<file path="src/rtl/lss_pkg.sv">
package lss_pkg;
  typedef enum logic [1:0] {
    ST_IDLE  = 2'd0,
    ST_ISSUE = 2'd1,
    ST_FLUSH = 2'd2,
    ST_DONE  = 2'd3
  } seq_state_e;
endpackage

</file>
<file path="src/rtl/lss_cfg_check.sv">
module lss_cfg_check #(
  parameter int IDX_W  = 6,
  parameter int STEP_W = 16
) (
  input  logic [IDX_W-1:0]  n_in,
  input  logic [IDX_W-1:0]  u_in,
  input  logic [STEP_W-1:0] steps_in,
  output logic              ok,
  output logic [IDX_W-1:0]  groups
);
  logic nonzero;

  always_comb begin
    nonzero = (n_in != '0) && (u_in != '0) && (steps_in != '0);
    ok      = 1'b0;
    groups  = '0;
    if (nonzero) begin
      ok = ((n_in % u_in) == '0);
      if (ok) groups = n_in / u_in;
    end
  end
endmodule

</file>
<file path="src/rtl/lss_loop_counters.sv">
module lss_loop_counters #(
  parameter int IDX_W  = 6,
  parameter int STEP_W = 16
) (
  input  logic              clk,
  input  logic              rst_n,
  input  logic              clr,
  input  logic              adv,
  input  logic              step_adv,
  input  logic [IDX_W-1:0]  u_cfg,
  input  logic [IDX_W-1:0]  n_last,
  input  logic [IDX_W-1:0]  g_last,
  output logic [IDX_W-1:0]  grp,
  output logic [IDX_W-1:0]  nrn,
  output logic [IDX_W-1:0]  base,
  output logic [STEP_W-1:0] stp,
  output logic              last_grp,
  output logic              last_nrn
);
  logic [IDX_W-1:0]  grp_q, grp_d, nrn_q, nrn_d, base_q, base_d;
  logic [STEP_W-1:0] stp_q, stp_d;
  logic              cnt_en;

  always_comb begin
    last_grp = (grp_q == g_last);
    last_nrn = (nrn_q == n_last);
    cnt_en   = clr | adv | step_adv;
    grp_d    = grp_q;
    nrn_d    = nrn_q;
    base_d   = base_q;
    stp_d    = stp_q;
    if (clr) begin
      grp_d  = '0;
      nrn_d  = '0;
      base_d = '0;
      stp_d  = '0;
    end else begin
      if (adv) begin
        if (last_grp) begin
          grp_d  = '0;
          base_d = '0;
          nrn_d  = last_nrn ? '0 : nrn_q + 1'b1;
        end else begin
          grp_d  = grp_q + 1'b1;
          base_d = base_q + u_cfg;
        end
      end
      if (step_adv) stp_d = stp_q + 1'b1;
    end
  end

  always_ff @(posedge clk or negedge rst_n) begin
    if (!rst_n) begin
      grp_q  <= '0;
      nrn_q  <= '0;
      base_q <= '0;
      stp_q  <= '0;
    end else if (cnt_en) begin
      grp_q  <= grp_d;
      nrn_q  <= nrn_d;
      base_q <= base_d;
      stp_q  <= stp_d;
    end
  end

  assign grp  = grp_q;
  assign nrn  = nrn_q;
  assign base = base_q;
  assign stp  = stp_q;


  base_in_range_chk: assert property (@(posedge clk) disable iff (!rst_n)
    adv |-> (base_q <= n_last));


  grp_bound_chk: assert property (@(posedge clk) disable iff (!rst_n)
    adv |-> (grp_q <= g_last));
endmodule

</file>
<file path="src/rtl/lss_valid_pipe.sv">
module lss_valid_pipe #(
  parameter int LAT = 4,
  parameter int W   = 6
) (
  input  logic         clk,
  input  logic         rst_n,
  input  logic         in_vld,
  input  logic [W-1:0] in_dat,
  output logic         out_vld,
  output logic [W-1:0] out_dat,
  output logic         pending
);
  logic [LAT-1:0] v_q;
  logic [W-1:0]   d_q [LAT];

  for (genvar i = 0; i < LAT; i++) begin : g_stage
    logic         v_src;
    logic [W-1:0] d_src;
    if (i == 0) begin : g_head
      assign v_src = in_vld;
      assign d_src = in_dat;
    end else begin : g_body
      assign v_src = v_q[i-1];
      assign d_src = d_q[i-1];
    end
    always_ff @(posedge clk or negedge rst_n) begin
      if (!rst_n) v_q[i] <= 1'b0;
      else        v_q[i] <= v_src;
    end
    always_ff @(posedge clk or negedge rst_n) begin
      if (!rst_n)     d_q[i] <= '0;
      else if (v_src) d_q[i] <= d_src;
    end
  end

  always_comb begin
    pending = 1'b0;
    for (int i = 0; i < LAT - 1; i++) pending = pending | v_q[i];
  end

  assign out_vld = v_q[LAT-1];
  assign out_dat = d_q[LAT-1];
endmodule

</file>
<file path="src/rtl/lockstep_sequencer.sv">
module lockstep_sequencer
  import lss_pkg::*;
#(
  parameter int IDX_W    = 6,
  parameter int STEP_W   = 16,
  parameter int PIPE_LAT = 4
) (
  input  logic              clk,
  input  logic              rst_n,
  input  logic              start,
  input  logic [IDX_W-1:0]  cfg_n,
  input  logic [IDX_W-1:0]  cfg_unroll,
  input  logic [STEP_W-1:0] cfg_steps,
  output logic              busy,
  output logic              done,
  output logic              cfg_err,
  output logic              iss_valid,
  output logic [IDX_W-1:0]  iss_neuron,
  output logic [IDX_W-1:0]  iss_nbr_base,
  output logic              iss_last,
  output logic              stim_take,
  output logic              init_load,
  output logic              wb_valid,
  output logic [IDX_W-1:0]  wb_addr,
  output logic              step_done,
  output logic [STEP_W-1:0] step_idx
);
  localparam int FL_W = (PIPE_LAT < 2) ? 1 : $clog2(PIPE_LAT);
  localparam logic [FL_W-1:0] FL_END = FL_W'(PIPE_LAT - 1);

  seq_state_e        state_q, state_d;
  logic [FL_W-1:0]   fl_q, fl_d;
  logic [IDX_W-1:0]  n_r, u_r, g_r;
  logic [STEP_W-1:0] steps_r;
  logic              err_q, err_d;
  logic              cfg_ok, accept, cnt_clr, last_step, pipe_pending;
  logic [IDX_W-1:0]  groups, grp, nrn, base;
  logic [STEP_W-1:0] stp;
  logic              last_grp, last_nrn;

  lss_cfg_check #(.IDX_W(IDX_W), .STEP_W(STEP_W)) u_cfg (
    .n_in(cfg_n), .u_in(cfg_unroll), .steps_in(cfg_steps),
    .ok(cfg_ok), .groups(groups)
  );

  always_comb begin
    accept    = (state_q == ST_IDLE) && start && cfg_ok;
    iss_valid = (state_q == ST_ISSUE);
    step_done = (state_q == ST_FLUSH) && (fl_q == FL_END);
    last_step = (stp == steps_r - STEP_W'(1));
    cnt_clr   = accept || (step_done && last_step);
    state_d   = state_q;
    fl_d      = fl_q;
    err_d     = err_q;
    case (state_q)
      ST_IDLE: begin
        if (start) begin
          err_d = !cfg_ok;
          if (cfg_ok) state_d = ST_ISSUE;
        end
      end
      ST_ISSUE: begin
        if (last_grp && last_nrn) begin
          state_d = ST_FLUSH;
          fl_d    = '0;
        end
      end
      ST_FLUSH: begin
        fl_d = fl_q + 1'b1;
        if (fl_q == FL_END) state_d = last_step ? ST_DONE : ST_ISSUE;
      end
      default: state_d = ST_IDLE;
    endcase
  end

  always_ff @(posedge clk or negedge rst_n) begin
    if (!rst_n) begin
      state_q <= ST_IDLE;
      fl_q    <= '0;
      err_q   <= 1'b0;
    end else begin
      state_q <= state_d;
      fl_q    <= fl_d;
      err_q   <= err_d;
    end
  end

  always_ff @(posedge clk or negedge rst_n) begin
    if (!rst_n) begin
      n_r     <= '0;
      u_r     <= '0;
      g_r     <= '0;
      steps_r <= '0;
    end else if (accept) begin
      n_r     <= cfg_n;
      u_r     <= cfg_unroll;
      g_r     <= groups - 1'b1;
      steps_r <= cfg_steps;
    end
  end

  lss_loop_counters #(.IDX_W(IDX_W), .STEP_W(STEP_W)) u_cnt (
    .clk(clk), .rst_n(rst_n), .clr(cnt_clr), .adv(iss_valid),
    .step_adv(step_done), .u_cfg(u_r), .n_last(n_r - 1'b1), .g_last(g_r),
    .grp(grp), .nrn(nrn), .base(base), .stp(stp),
    .last_grp(last_grp), .last_nrn(last_nrn)
  );

  lss_valid_pipe #(.LAT(PIPE_LAT), .W(IDX_W)) u_pipe (
    .clk(clk), .rst_n(rst_n), .in_vld(iss_valid && last_grp), .in_dat(nrn),
    .out_vld(wb_valid), .out_dat(wb_addr), .pending(pipe_pending)
  );

  assign busy         = (state_q == ST_ISSUE) || (state_q == ST_FLUSH);
  assign done         = (state_q == ST_DONE);
  assign cfg_err      = err_q;
  assign iss_neuron   = nrn;
  assign iss_nbr_base = base;
  assign iss_last     = iss_valid && last_grp;
  assign stim_take    = iss_valid && (grp == '0);
  assign init_load    = iss_valid && (grp == '0) && (stp == '0);
  assign step_idx     = stp;


  flush_drained_chk: assert property (@(posedge clk) disable iff (!rst_n)
    step_done |-> (!pipe_pending && !iss_valid));


  done_after_busy_chk: assert property (@(posedge clk) disable iff (!rst_n)
    done |-> ($past(busy) && !busy));


  err_no_busy_chk: assert property (@(posedge clk) disable iff (!rst_n)
    $rose(cfg_err) |-> !busy);


  wb_addr_range_chk: assert property (@(posedge clk) disable iff (!rst_n)
    wb_valid |-> (wb_addr < n_r));


  cfg_stable_chk: assert property (@(posedge clk) disable iff (!rst_n)
    (busy && $past(busy)) |-> ($stable(n_r) && $stable(u_r) && $stable(steps_r)));
endmodule

</file>
<file path="config.mk">
export PLATFORM = sky130hd
export DESIGN_NAME = lockstep_sequencer
export DESIGN_NICKNAME = d
export VERILOG_FILES = /design/src/rtl/lss_pkg.sv /design/src/rtl/lss_cfg_check.sv /design/src/rtl/lss_loop_counters.sv /design/src/rtl/lss_valid_pipe.sv /design/src/rtl/lockstep_sequencer.sv
export SDC_FILE = /design/constraint.sdc
export NUM_CORES = 1
export LEC_CHECK = 0
export BUFFER_PORTS_ARGS = -buffer_cell sky130_fd_sc_hd__buf_2
export CORE_UTILIZATION = 35
export CTS_BUF_LIST = sky130_fd_sc_hd__clkbuf_4 sky130_fd_sc_hd__clkbuf_8
export CTS_CLUSTER_SIZE = 28
export DETAILED_ROUTE_END_ITERATION = 10
export GPL_TIMING_DRIVEN = 0
export PLACE_DENSITY = 0.53
export SYNTH_ARGS = -nofsm -noshare
export SYNTH_HDL_FRONTEND = slang
export SYNTH_SLANG_ARGS = --single-unit
export TNS_END_PERCENT = 10
</file>
<file path="constraint.sdc">
create_clock -name clk -period 2.9 [get_ports clk]
set_clock_uncertainty 0.2 [all_clocks]
set_input_delay 0.145 -clock clk [delete_from_list [all_inputs] [get_ports clk]]
set_output_delay 0.145 -clock clk [all_outputs]
set_load 0.1 [all_outputs]
</file>
# Yosys cells after proc, flatten, opt, wreduce, memory -nomap -nowiden
# Cells that the tools add are included.
[word_totals]
register_bits = 101
inputBits = 31
[op_classes]
addsub = 8
div = 2
eq_ne = 11
mux = 23
n_bitwise = 2
reduce_logical = 30
[op_table]
columns = ["op", "count"]
rows = [
  ["6-bit 2-to-1 mux", 12],
  ["16-bit 2-to-1 mux", 2],
  ["16-bit by 1-bit adder with 16-bit output (second input constant)", 1],
  ["16-bit equality test", 1],
  ["16-bit logical NOT", 1],
  ["16-bit nonzero test", 1],
  ["16-bit by 1-bit subtractor with 16-bit output (second input constant)", 1],
  ["6-bit by 1-bit adder with 6-bit output (second input constant)", 2],
  ["6-bit equality test", 2],
  ["6-bit logical NOT", 2],
  ["2-bit 2-to-1 mux", 6],
  ["6-bit nonzero test", 2],
  ["6-bit by 1-bit subtractor with 6-bit output (second input constant)", 2],
  ["1-bit logical AND", 10],
  ["2-bit AND reduction", 4],
  ["2-bit nonzero test", 4],
  ["6-bit adder", 1],
  ["6-bit by 6-bit divider with 6-bit output", 1],
  ["2-bit equality test (second input constant)", 3],
  ["6-bit by 6-bit modulo with 6-bit output", 1],
  ["2-bit inequality test (second input constant)", 3],
  ["2-bit case mux with 3 select lines", 1],
  ["2-bit case mux with 2 select lines", 1],
  ["4-bit AND reduction", 1],
  ["other kinds (9)", 11],
]

# Longest topological paths before layout
# Gate-level depths: netlist of the first run.
[depth]
ltp_word = 9
mapped_depth = 39
depth_no_buf = 38

# Modules after synthesis
# Synthesis of the first run repeated with hierarchy kept, for this count alone.
[unflattened]
cells_unflattened = 646
area_unflattened_um2 = 6531.3
[by_module_without_submodules]
columns = ["module", "instances", "cells_per_inst", "area_each_um2", "seq_area_each_um2"]
rows = [
  ["lockstep_sequencer", 1, 225, 2356.0, 975.9],
  ["lss_loop_counters", 1, 198, 1999.4, 850.8],
  ["lss_cfg_check", 1, 166, 1164.9, 0.0],
  ["lss_valid_pipe", 1, 57, 1011.0, 700.7],
]

# Worst setup path before layout of the first run
# Ideal clock, no wire load.
[synth_path]
path_kind = "input-to-reg"
from = "in cfg_unroll[5]"
to = "reg g_r[4]"
t_arrival_ps = 8160
required_ps = 2575
path_slack_ps = -5585
cell_stages = 35
path_cell_list = "or4_4 > nor2_1 > a21oi_1 > ha_1 > o21a_1 > o21ai_0 > o32ai_1 > ha_1 > o21ai_0 > a2111oi_4 > mux2_2 > ha_1 > o211ai_1 > a21boi_0 > o211a_1 > clkbuf_1 > mux2_2 > ha_1 > o21a_1 > o22ai_1 > o2bb2ai_2 > mux2i_1 > inv_1 > fa_1 > nor2b_1 > o21a_1 > o21a_1 > a31oi_1 > or3_1 > a31oi_1 > nand4_1 > ha_1 > nand2_1 > xor2_1 > mux2_4"
[synth_via]
elab_chain_len = 5
[synth_rtl]
columns = ["item", "line", "text"]
rows = [
  ["start, declared", "lockstep_sequencer.sv:12", "input logic [IDX_W-1:0] cfg_unroll,"],
  ["6-bit by 6-bit modulo with 6-bit output or 6-bit nonzero test (tied branches)", "lss_cfg_check.sv:18, lss_cfg_check.sv:14", ""],
  ["6-bit logical NOT or 1-bit logical AND (tied branches)", "lss_cfg_check.sv:18, lss_cfg_check.sv:14", ""],
  ["6-bit 2-to-1 mux or 1-bit logical AND (tied branches)", "lss_cfg_check.sv:19, lss_cfg_check.sv:14", ""],
  ["6-bit 2-to-1 mux or 1-bit 2-to-1 mux (tied branches)", "lss_cfg_check.sv:17", "if (nonzero) begin"],
  ["6-bit by 1-bit subtractor with 6-bit output or 1-bit logical AND (tied branches)", "lockstep_sequencer.sv:97, lockstep_sequencer.sv:47", ""],
  ["end signal, assigned", "lockstep_sequencer.sv:97", "g_r <= groups - 1'b1;"],
  ["end, declared", "lockstep_sequencer.sv:33", "logic [IDX_W-1:0] n_r, u_r, g_r;"],
]
# Several ways; a longest one is shown, not always the timed one.
# A chain may end at the register's enable or synchronous reset.

# Worst setup path after layout of the first run
[layout_path]
from = "in cfg_unroll[2]"
to = "reg steps_r[15]"
[layout_via]
elab_chain_len = 5
[layout_rtl]
columns = ["item", "line", "text"]
rows = [
  ["branches (longest 3 deep; another with 6-bit by 6-bit modulo with 6-bit output)", "-", ""],
  ["1-bit 2-to-1 mux (*)", "lss_cfg_check.sv:17", ""],
  ["1-bit logical AND (*)", "lockstep_sequencer.sv:47", "accept = (state_q == ST_IDLE) && start && cfg_ok;"],
  ["end signal, assigned", "lockstep_sequencer.sv:98", "steps_r <= cfg_steps;"],
  ["end, declared", "lockstep_sequencer.sv:34", "logic [STEP_W-1:0] steps_r;"],
]
# Mark *: on every way between the ends.

==> results of run 1 <==
## report_power, final
group | internal (mW) | switching [mW]
combinational | 0.348 | 0.367
clock | 0.342 | 0.586
sequential | 1.41 | 0
total | 2.10 | 0.953
## per-layer routing
metal,global-route usage,vias up,wire [um]
met5,0,-,0
met4,0.0749,0,395
met3,0.0241,28,570
met2,0.317,128,8650
met1,0.254,2836,8350
li1,-,2779,-
## placed cells by master, fill, tap and decap left out, types with 13 or more instances in the layout
cell,netlist,final
dfrtp_1,101,101
ha_1,40,33
mux2_4,17,19
xnor2_1,32,31
buf_2,1,67
dlygate4sd3_1,0,27
xor2_1,30,30
and3_1,15,15
nand3_1,14,13
nor2_1,55,52
mux2_2,25,23
buf_4,2,36
nor3_1,20,17
inv_1,32,28
o21ai_0,41,25
nand2_1,78,76
a21oi_1,32,27
## flip-flops by register name, indices dropped and copies added (netlist names), 6 cells and up
name                  flops
u_cnt.grp                 6
u_cnt.base                6
u_r                       6
n_r                       6
u_cnt.stp                16
u_pipe.out_dat            6
steps_r                  16
g_r                       6
u_cnt.nrn                 6
u_pipe.g_stage.d_src     18
## per-stage QoR
stage          setup slack [ns]  TNS [ns]   util  area [um2]  hold slack [ns]
2_1_floorplan             -4.91   -346.80      -        6720           -0.351
3_3_place_gp              -5.88   -408.78  0.405        7370            0.158
3_5_place_dp              -6.11   -424.86  0.406        7400           0.0456
4_1_cts                   -4.95   -344.51  0.459        8370           0.0510
5_1_grt                   -5.16   -360.07  0.472        8600           0.0607
6_report                  -4.87   -338.88  0.472        8600           0.0503
## final cells by class
class | instances | area [um2]
Sequential cell | 101 | 2530
Clock inverter | 7 | 75.1
Multi-Input combinational cell | 533 | 4170
Timing Repair Buffer | 143 | 1100
Fill cell | 1737 | 9610
Clock buffer | 9 | 124
Inverter | 32 | 128
Tap cell | 229 | 287
Buffer | 27 | 191
## tightest hold or removal path: stages
cell and delay, ns:
buf_8 0.09, inv_1 0.13, o21ai_0 0.23
## path summary, 6_finish.rpt
check,endpoint,startpoint
worst max-delay path,steps_r[15],cfg_unroll[2]
worst min-delay path,u_r[3],cfg_unroll[3]
worst max register to register,u_cnt.stp[2],steps_r[0]
worst min register to register,u_pipe.g_stage[2].v_src,u_pipe.g_stage[1].v_src
max in group asynchronous,u_pipe.g_stage[3].d_src[0],rst_n
min in group asynchronous,u_cnt.stp[4],rst_n
## cells by family after synthesis
kind of cell,after synthesis,synth area share
compound gates,137,0.141
xor+xnor,62,0.0823
fa+ha+maj,42,0.0820
buf+inv,59,0.0372
flops,101,0.383
mux,46,0.0875
simple gates,246,0.187
## repair_timing
action                                  in CTS  in global routing
gates cloned                                 2                  0
buffers inserted                            29                 11
hold buffers                                27                  0
endpoints found under the setup margin      74                 75
pin swaps                                   44                 27
gates resized for setup                     63                 36
hold endpoints to repair                    76                  0
==> impl_results.md, run 1 <==
* Status: finished with violations
* Failing checks: setup timing
* R2r setup slk at -0.82 ns
* Synth top area share at 0.383
* Worst min-delay path category: in -> reg
* Buffers & Inverters on Critical Path at 8
* Top cells by count, synth: dfrtp_1 (101), nand2_1 (78), nor2_1 (55)
* Synth top area cells: dfrtp_1 (38%), ha_1 (7.6%), nand2_1 (4.4%), mux2_2 (4.3%), xnor2_1 (4.2%)
* Global route total overflow at 0
* Vias at 5771
* Nets at 920
* Pleak at 3.97 nW
* CP required at 2.98 ns
* Unrepaired setup endpoints after global routing: yes
* First-pass GRT wire length at 29700 um
* Area leader, netlist: dfrtp_1
* GPL Wtd Cong at 0.829
* Register bit total from synthesis at 101
* DP HPWL at 12900 um
* Post-synth cell types at 68
* Top-count cell post-synth: dfrtp_1
* TritonCTS sink count at 101
* Starting Density at 0.362
* Critical path's top delay family: compound AO/OA/AOI/OAI gates
* WP data arrival at 7.85 ns
* Row cnt at 49
* Ys Warns at 0
* Hold violation count in the final report at 0
* Area Growth Syn to Fin at 30.4%
* Mapped Nets at 766
* Sequential fraction of the synthesis area at 0.383
* Largest net degree at the start of global routing at 52
* Longest Clk Path Bufs at 2
* Root Driver: clkbuf_8
* Tcrit/Tclk final at 2.68
* Skew-Pair Late Insertion Delay at 0.40 ns
* Post-layout minimum cycle time at 7.77 ns
* Slew @ Worst Pin at 0.755 ns
* Final WL at 18000 um
* Avg Vias per Cell at 5.34
* Mean area per synthesized cell at 9.52 um2
* Die width at 139 um
* Number of antenna violations at the first check in global routing at 0
* First-pass iteration count of the detailed router at 7
* Top FF cell, synth: dfrtp_1
* Layout cells sized above 1 at 0.286
* Clock buffer count from CTS at 9
* Antenna viol nets, final at 0
* Reg clk slew, reported paths at 0.10 ns
* Peak VDD IR at 0.187 mV
* All-Layer GR Usage at 0.191
* 1st-iter DRT viols at 278
* Die ar. at 0.0194 mm2
* Antenna cells at 0
* Non-filler cells, final at 1081
* CTS tree: yes
* H-tree depth at 3
* WS Path Type: in -> reg
* Placed cell count at 996
* DR WL/cell at 16.6 um
* Slowest stage delay, CP at 0.38 ns
* Max-capacitance violation count at 0
* Max Slew Vio Count at 0
* Height of the die at 139 um
* Reg2reg path depth at 12
* Finish-stage setup viols at 71
* Syn Inst Count at 693
* Area of the core at 0.0182 mm2
* Hold path cells at 3
* Post-synth EDFFs at 0
* Levels on crit path at 38
* CP Capture Type: flop
* # IOs at 74
* Total power at 3.05 mW
* # DRC at 0
* CP Max Fanout at 8
* Highest clock rate at 129 MHz
* Worst setup margin at -4.87 ns
* Cell Pwr Density at 355 mW/mm2
* Slew margin rel. at 0.492
* FFs w/ async S/R, synth at 1.00
* CP most frequent cell: ha_4
* Startpoint Class: input pin
* Vias in the first global route at 5774
* IO Port Bufs at 73
* Synthesized cell area at 0.00660 mm2
* Crit-path slowest cell: or3_4
Power figures use the tool's default switching activity.
==> run 2: changes to the inputs <==
Settings changed: CAP_MARGIN from default to 20, PLACE_DENSITY 0.53 to 0.51, REMOVE_ABC_BUFFERS from default to 1.
Clock period 2.9 ns to 7.3 ns, I/O delays scaled along.
==> run 2 against run 1 <==
Against the previous run:
- worst setup slack better by 4.2 ns
- combinational power down 58%
- sequential power down 60%
- largest power group unchanged
- global-route usage down 0.083 points
- the run still ends with setup timing left
- design area down 4.1%
- die area unchanged
- flip-flop and latch count unchanged
- non-clock buffer count down 51
- clock power down 58%
- core utilization down 2.0 points
==> impl_results.md, run 2 (synthesis gave the netlist of run 1 again) <==
* Commonest non-fill, non-tap cell in the layout: dfrtp_1 (unchanged)
* Pint at 0.861 mW (was 2.10 mW)
* Antenna cells at 0 (unchanged)
* Clock buffer count from CTS at 9 (unchanged)
* Starting Density at 0.362 (unchanged)
* CP Max Fanout at 6 (was 8)
* Largest net degree at the start of global routing at 56 (was 52)
* Pleak at 3.73 nW (was 3.97 nW)
* Reg clk slew, reported paths at 0.10 ns (about the same)
* Critical path's top delay family: compound AO/OA/AOI/OAI gates (unchanged)
* Worst slack, placed at -3.50 ns (was -6.11 ns)
* Vias at 5505 (was 5771)
* Slew margin rel. at 0.461 (was 0.492)
* Fill cell total of the finished layout at 1713 (was 1737)
* Startpoint Class: input pin (unchanged)
* Unrepaired setup endpoints after global routing: yes (unchanged)
* Hold violation count in the final report at 0 (unchanged)
* Finish-stage setup viols at 71 (unchanged)
* Post-layout minimum cycle time at 7.94 ns
* WP data arrival at 8.01 ns (was 7.85 ns)
* First-pass GRT wire length at 29600 um (was 29700 um)
* # IOs at 74 (unchanged)
* H-tree depth at 3 (unchanged)
* Max Slew Vio Count at 0 (unchanged)
* Layout cells sized above 1 at 0.297 (was 0.286)
* CP required at 7.37 ns (was 2.98 ns)
* Core Util, Final at 0.453 (was 0.472)
* Failing checks: setup timing (unchanged)
* Crit-path slowest cell: a2111oi_4 (was or3_4)
* Row cnt at 49 (unchanged)
* CP Capture Type: flop (unchanged)
* Die ar. at 0.0194 mm2 (unchanged)
* Nets at 874 (was 920)
* IO Port Bufs at 73 (unchanged)
* Net Sw Frac at 0.308 (was 0.312)
* Sw power at 0.382 mW (was 0.953 mW)
* Clock share of power at 0.312 (was 0.304)
* Buffers & Inverters on Critical Path at 4 (was 8)
* Root Driver: clkbuf_8 (unchanged)
* Die width at 139 um (unchanged)
* TritonCTS sink count at 101 (unchanged)
* Most frequent cells in the layout: dfrtp_1 (101), nand2_1 (77), buf_2 (69), nor2_1 (50), buf_4 (37) (was dfrtp_1 (101), nand2_1 (76), buf_2 (67), nor2_1 (52), buf_4 (36))
* Largest register FFs at 18 (unchanged)
* Total power at 1.24 mW (was 3.05 mW)
* Area Growth Syn to Fin at 24.9% (was 30.4%)
* Height of the die at 139 um (unchanged)
* First-pass iteration count of the detailed router at 5 (was 7)
* Antenna viol nets, final at 0 (unchanged)
* Status: finished with violations (unchanged)
* Max-capacitance violation count at 0 (unchanged)
* Worst setup margin at -0.638 ns (was -4.87 ns)
* Slowest stage delay, CP at 0.41 ns (was 0.38 ns)
* Vias in the first global route at 5609 (was 5774)
* Global route total overflow at 0 (unchanged)
* Avg Vias per Cell at 5.32 (was 5.34)
* Hold WS at 0.0242 ns (was 0.0503 ns)
* Worst min-delay path category: in -> reg (unchanged)
* GPL Wtd Cong at 0.878 (was 0.829)
* Tcrit/Tclk final at 1.09
* Highest clock rate at 126 MHz
* Final WL at 17700 um (was 18000 um)
* Wl on met1 at 8270 um (was 8350 um)
* Met3 Routed Length at 643 um (was 570 um)
* Comb power frac at 0.239 (was 0.234)
* Reg power frac at 0.450 (was 0.461)
* Longest Clk Path Bufs at 2 (unchanged)
* Area of the core at 0.0182 mm2 (unchanged)
* Number of antenna violations at the first check in global routing at 0 (unchanged)
* Uppermost routed layer: met4 (unchanged)
* 1st-iter DRT viols at 341 (was 278)
* WS Path Type: in -> reg (unchanged)
* Skew-Pair Late Insertion Delay at 0.38 ns (was 0.40 ns)
* DR WL/cell at 17.1 um (was 16.6 um)
* WL met2 at 8560 um (was 8650 um)
* Peak VDD IR at 0.0871 mV (was 0.187 mV)
* Cell Pwr Density at 151 mW/mm2 (was 355 mW/mm2)
* CP most frequent cell: ha_4 (unchanged)
* TNS Setup at -36.30 ns (was -338.88 ns)
* CTS tree: yes (unchanged)
* Slew @ Worst Pin at 0.798 ns (was 0.755 ns)
* # DRC at 0 (unchanged)
* All-Layer GR Usage at 0.190 (was 0.191)
* DP HPWL at 12000 um (was 12900 um)
## run 2: cell count changes in the layout (fill, tap and decap cells not counted), moves of 3 or more
cell / change
dlygate4sd3_1: -25
clkbuf_1: -12
o21ai_1: -7
o21ai_0: +6
clkbuf_4: -5
clkbuf_2: -3
ha_1: -3
ha_4: +3
nand4_4: +3
nor3_1: +3
## run 2: final timing paths
kind,endpoint,cells after the start,from,slack [ns]
worst max-delay path,g_r[4],38,cfg_unroll[2],-0.64
worst min-delay path,steps_r[4],2,cfg_steps[4],0.02
worst max register to register,u_cnt.stp[8],11,steps_r[0],3.53
worst min register to register,u_pipe.g_stage[1].d_src[1],2,u_pipe.g_stage[1].d_src[1],0.29
max in group asynchronous,u_cnt.base[2],3,rst_n,5.83
min in group asynchronous,u_cnt.stp[4],2,rst_n,0.38
## run 2: area by class of cell
class / instances / area [um2] / share of cell area
clock inverters: 7 / 86.3 / 0.0105
repair buffers: 119 / 803 / 0.0975
well taps: 229 / 287 / 0.0348
clock buffers: 9 / 124 / 0.0150
flip-flops and latches: 101 / 2530 / 0.307
inverters: 32 / 128 / 0.0155
multi-input cells: 538 / 4290 / 0.520
## run 2: routing by layer
metal  vias up  GRT usage
met1      2685      0.259
met3        21     0.0265
met2       110      0.313
li1       2689          -
met4         0     0.0585
met5         -          0
## run 2: repair_timing
| action | 4_1_cts | 5_1_grt |
|---|---|---|
| hold buffers | 2 | 0 |
| resized for setup | 62 | 35 |
| gates cloned | 5 | 0 |
| buffers inserted | 26 | 17 |
| pin swaps | 49 | 40 |
| hold endpoints to repair | 55 | 0 |
| setup endpoints to repair | 71 | 71 |
## run 2: power groups by stage
stage / registers, mW / logic [mW] / clock network, mW
global route: 0.559 / 0.324 / 0.422
finish: 0.559 / 0.297 / 0.388
CTS: 0.559 / 0.256 / 0.402
floorplan: 0.570 / 0.129 / 0
global placement: 0.570 / 0.177 / 0
detailed placement: 0.570 / 0.183 / 0
## run 2: worst reg2reg max path: stages (launching register included)
cell and delay [ns]:
dfrtp_1 0.48, inv_1 0.09, ha_1 0.38, or4b_1 0.49, o41ai_2 0.33, xor2_1 0.19
o311ai_1 0.12, a21boi_0 0.19, nor3b_2 0.62, nor2_1 0.32, nand3b_1 0.18, a21oi_1 0.08
## run 2: stage by stage
stage	area, um2	std cells
after floorplan	6470	666
after global placement	7120	968
final	8240	1035
after detailed placement	7150	969
after global routing	8240	1035
after CTS	7960	1018
==> run 3: changes to the inputs <==
Settings changed: GPL_TIMING_DRIVEN 0 to default, SYNTH_HIERARCHICAL from default to 1.
==> run 3 against run 2 <==
Against the previous run:
- the run ends with DRC, setup timing left
- via count grew 1.7%
- area after synthesis shrank 1.1%
- power hardly changed
- count of clock-buffer cells in the layout up 1
- global-route usage decreased by 0.63 points
- synthesized cell count fell by 6.9%
- non-clock buffer count increased by 61
- die area is 1.1% lower
- final cell count rose by 1.7%
- register-to-register slack better by 0.45 ns
- first-iteration DRC count is 18% lower
- largest power group unchanged
==> impl_results.md, run 3 <==
* Row cnt at 49 (unchanged)
* Number of antenna violations at the first check in global routing at 0 (unchanged)
* Avg Vias per Cell at 5.31 (was 5.32)
* Height of the die at 138 um (was 139 um)
* Post-layout minimum cycle time at 7.69 ns (was 7.94 ns)
* First-pass GRT wire length at 28200 um (was 29600 um)
* Crit-path slowest cell: or4_4 (was a2111oi_4)
* Skew-Pair Late Insertion Delay at 0.39 ns (was 0.38 ns)
* Status: finished with violations (unchanged)
* Nets at 890 (was 874)
* Most frequent cells in the layout: dfrtp_1 (101), buf_4 (89), buf_2 (70), mux2_2 (54), nor2_1 (41) (was dfrtp_1 (101), nand2_1 (77), buf_2 (69), nor2_1 (50), buf_4 (37))
* Critical path's top delay family: compound AO/OA/AOI/OAI gates (unchanged)
* Core Util, Final at 0.479 (was 0.453)
* Max-capacitance violation count at 0 (unchanged)
* CP required at 7.42 ns (was 7.37 ns)
* Root Driver: clkbuf_8 (unchanged)
* TritonCTS sink count at 101 (unchanged)
* Hold path cells at 2 (unchanged)
* Die width at 138 um (was 139 um)
* Slew @ Worst Pin at 0.658 ns (was 0.798 ns)
* CP Max Fanout at 6 (unchanged)
* Die ar. at 0.0192 mm2 (was 0.0194 mm2)
* Commonest non-fill, non-tap cell in the layout: dfrtp_1 (unchanged)
* Syn Inst Count at 645 (was 693)
* Worst setup margin at -0.390 ns (was -0.638 ns)
* Finish-stage setup viols at 70 (was 71)
* IO Port Bufs at 73 (unchanged)
* Tcrit/Tclk final at 1.05 (was 1.09)
* CP Capture Type: flop (unchanged)
* Non-filler cells, final at 1053 (was 1035)
* First-pass iteration count of the detailed router at 7 (was 5)
* Cell Pwr Density at 144 mW/mm2 (was 151 mW/mm2)
* Longest Clk Path Bufs at 2 (unchanged)
* Worst min-delay path category: in -> reg (unchanged)
* # DRC at 16 (was 0)
* WP data arrival at 7.81 ns (was 8.01 ns)
* Max Slew Vio Count at 0 (unchanged)
* Reg2reg path depth at 13 (was 11)
* Hold violation count in the final report at 0 (unchanged)
* Unrepaired setup endpoints after global routing: yes (unchanged)
* Slew margin rel. at 0.558 (was 0.461)
* Buffers & Inverters on Critical Path at 3 (was 4)
* Reg clk slew, reported paths at 0.10 ns (about the same)
* Placed cell count at 1005 (was 969)
* Mean area per synthesized cell at 10.1 um2 (was 9.52 um2)
* Synthesized cell area at 0.00652 mm2 (was 0.00660 mm2)
* Area Growth Syn to Fin at 32.9% (was 24.9%)
* Clock buffer count from CTS at 9 (unchanged)
* H-tree depth at 3 (unchanged)
* GPL Wtd Cong at 0.863 (was 0.878)
* Layout cells sized above 1 at 0.404 (was 0.297)
* Starting Density at 0.360 (was 0.362)
* # IOs at 74 (unchanged)
* Vias in the first global route at 5566 (was 5609)
* Largest net degree at the start of global routing at 55 (was 56)
* Failing checks: DRC, setup timing (was setup timing)
* Final WL at 17500 um (was 17700 um)
* Antenna cells at 0 (unchanged)
* All-Layer GR Usage at 0.184 (was 0.190)
* Pleak at 4.03 nW (was 3.73 nW)
* Levels on crit path at 37 (was 38)
* Slowest stage delay, CP at 0.56 ns (was 0.41 ns)
* Total power at 1.24 mW (about the same)
* CP most frequent cell: ha_4 (unchanged)
* Startpoint Class: input pin (unchanged)
* Hold WS at 0.0260 ns (was 0.0242 ns)
* DP HPWL at 12800 um (was 12000 um)
* Ys Warns at 6 (was 0)
* Highest clock rate at 130 MHz (was 126 MHz)
* Vias at 5596 (was 5505)
* WS Path Type: in -> reg (unchanged)
* Antenna viol nets, final at 0 (unchanged)
* DR WL/cell at 16.7 um (was 17.1 um)
* CTS tree: yes (unchanged)
* Area of the core at 0.0181 mm2 (was 0.0182 mm2)
* 1st-iter DRT viols at 280 (was 341)
* Worst slack, placed at -1.43 ns (was -3.50 ns)
* Peak VDD IR at 0.0696 mV (was 0.0871 mV)
* Global route total overflow at 0 (unchanged)
* Largest register FFs at 18 (unchanged)
## run 3: cell count changes in the layout (fill, tap and decap cells not counted), moves of 8 or more
cell and change:
a21oi_1 -19, and3_1 -10, buf_4 +52, buf_6 +10, mux2_2 +32, mux2_4 -19
nand2_1 -43, nor2_1 -9, nor3_1 -8, o21ai_0 -20
## run 3: worst paths after layout
check | from | end | slack (ns)
min in group asynchronous | rst_n | u_cnt/stp[5] | 0.34
max in group asynchronous | rst_n | u_cnt/stp[9] | 5.46
worst min register to register | u_cnt/base[5] | u_cnt/base[5] | 0.29
worst max-delay path | cfg_unroll[2] | u_cnt/grp[3] | -0.39
worst min-delay path | cfg_steps[13] | steps_r[13] | 0.03
worst max register to register | steps_r[0] | u_cnt/grp[3] | 3.98
## run 3: power by group
part           internal [mW]  switching [mW]
combinational          0.170           0.170
clock                  0.134           0.211
sequential             0.559               0
total                  0.863           0.381
## run 3: layer usage
layer  share of wire  vias up  wire length [um]  GRT usage
met2            0.50      109              8780      0.318
met4           0.023        0               401     0.0704
met1            0.44     2759              7810      0.233
met5               0        -                 0          0
met3           0.032       22               564     0.0260
li1                -     2706                 -          -
## run 3: cell type report
| type | count | area, um2 |
|---|---|---|
| timing repair buffer | 180 | 1280 |
| clock buffer | 10 | 131 |
| fill | 1685 | 9420 |
| tap | 229 | 287 |
| multi-input combinational | 489 | 4240 |
| inverter | 38 | 143 |
| clock inverter | 6 | 53.8 |
| sequential | 101 | 2530 |
## run 3: what timing repair did
item                       4_1_cts  5_1_grt
hold endpoints to repair        48        0
resized for setup               67       55
setup endpoints to repair       71       71
pin swaps                       47       54
setup buffers                   18       14
cloned                           0        1
hold buffers                     2        0
## run 3: worst register-to-register path, stage by stage (launching register included)
cell and delay, ns:
dfrtp_1 0.44, inv_1 0.08, ha_1 0.29, nor4b_1 0.42
o2111ai_1 0.18, o311a_1 0.17, nor4_1 0.27, nand4_1 0.25
o21ai_4 0.26, or2_4 0.16, nand4_1 0.14, buf_4 0.18
xor2_1 0.13, nor2_1 0.08
## run 3: through the flow
step / TNS [ns] / area, um2
detailed placement: -89.87 / 7660
global placement: -69.81 / 7660
floorplan: -142.70 / 6440
global route: -39.65 / 8670
CTS: -15.76 / 8290
finish: -17.23 / 8670
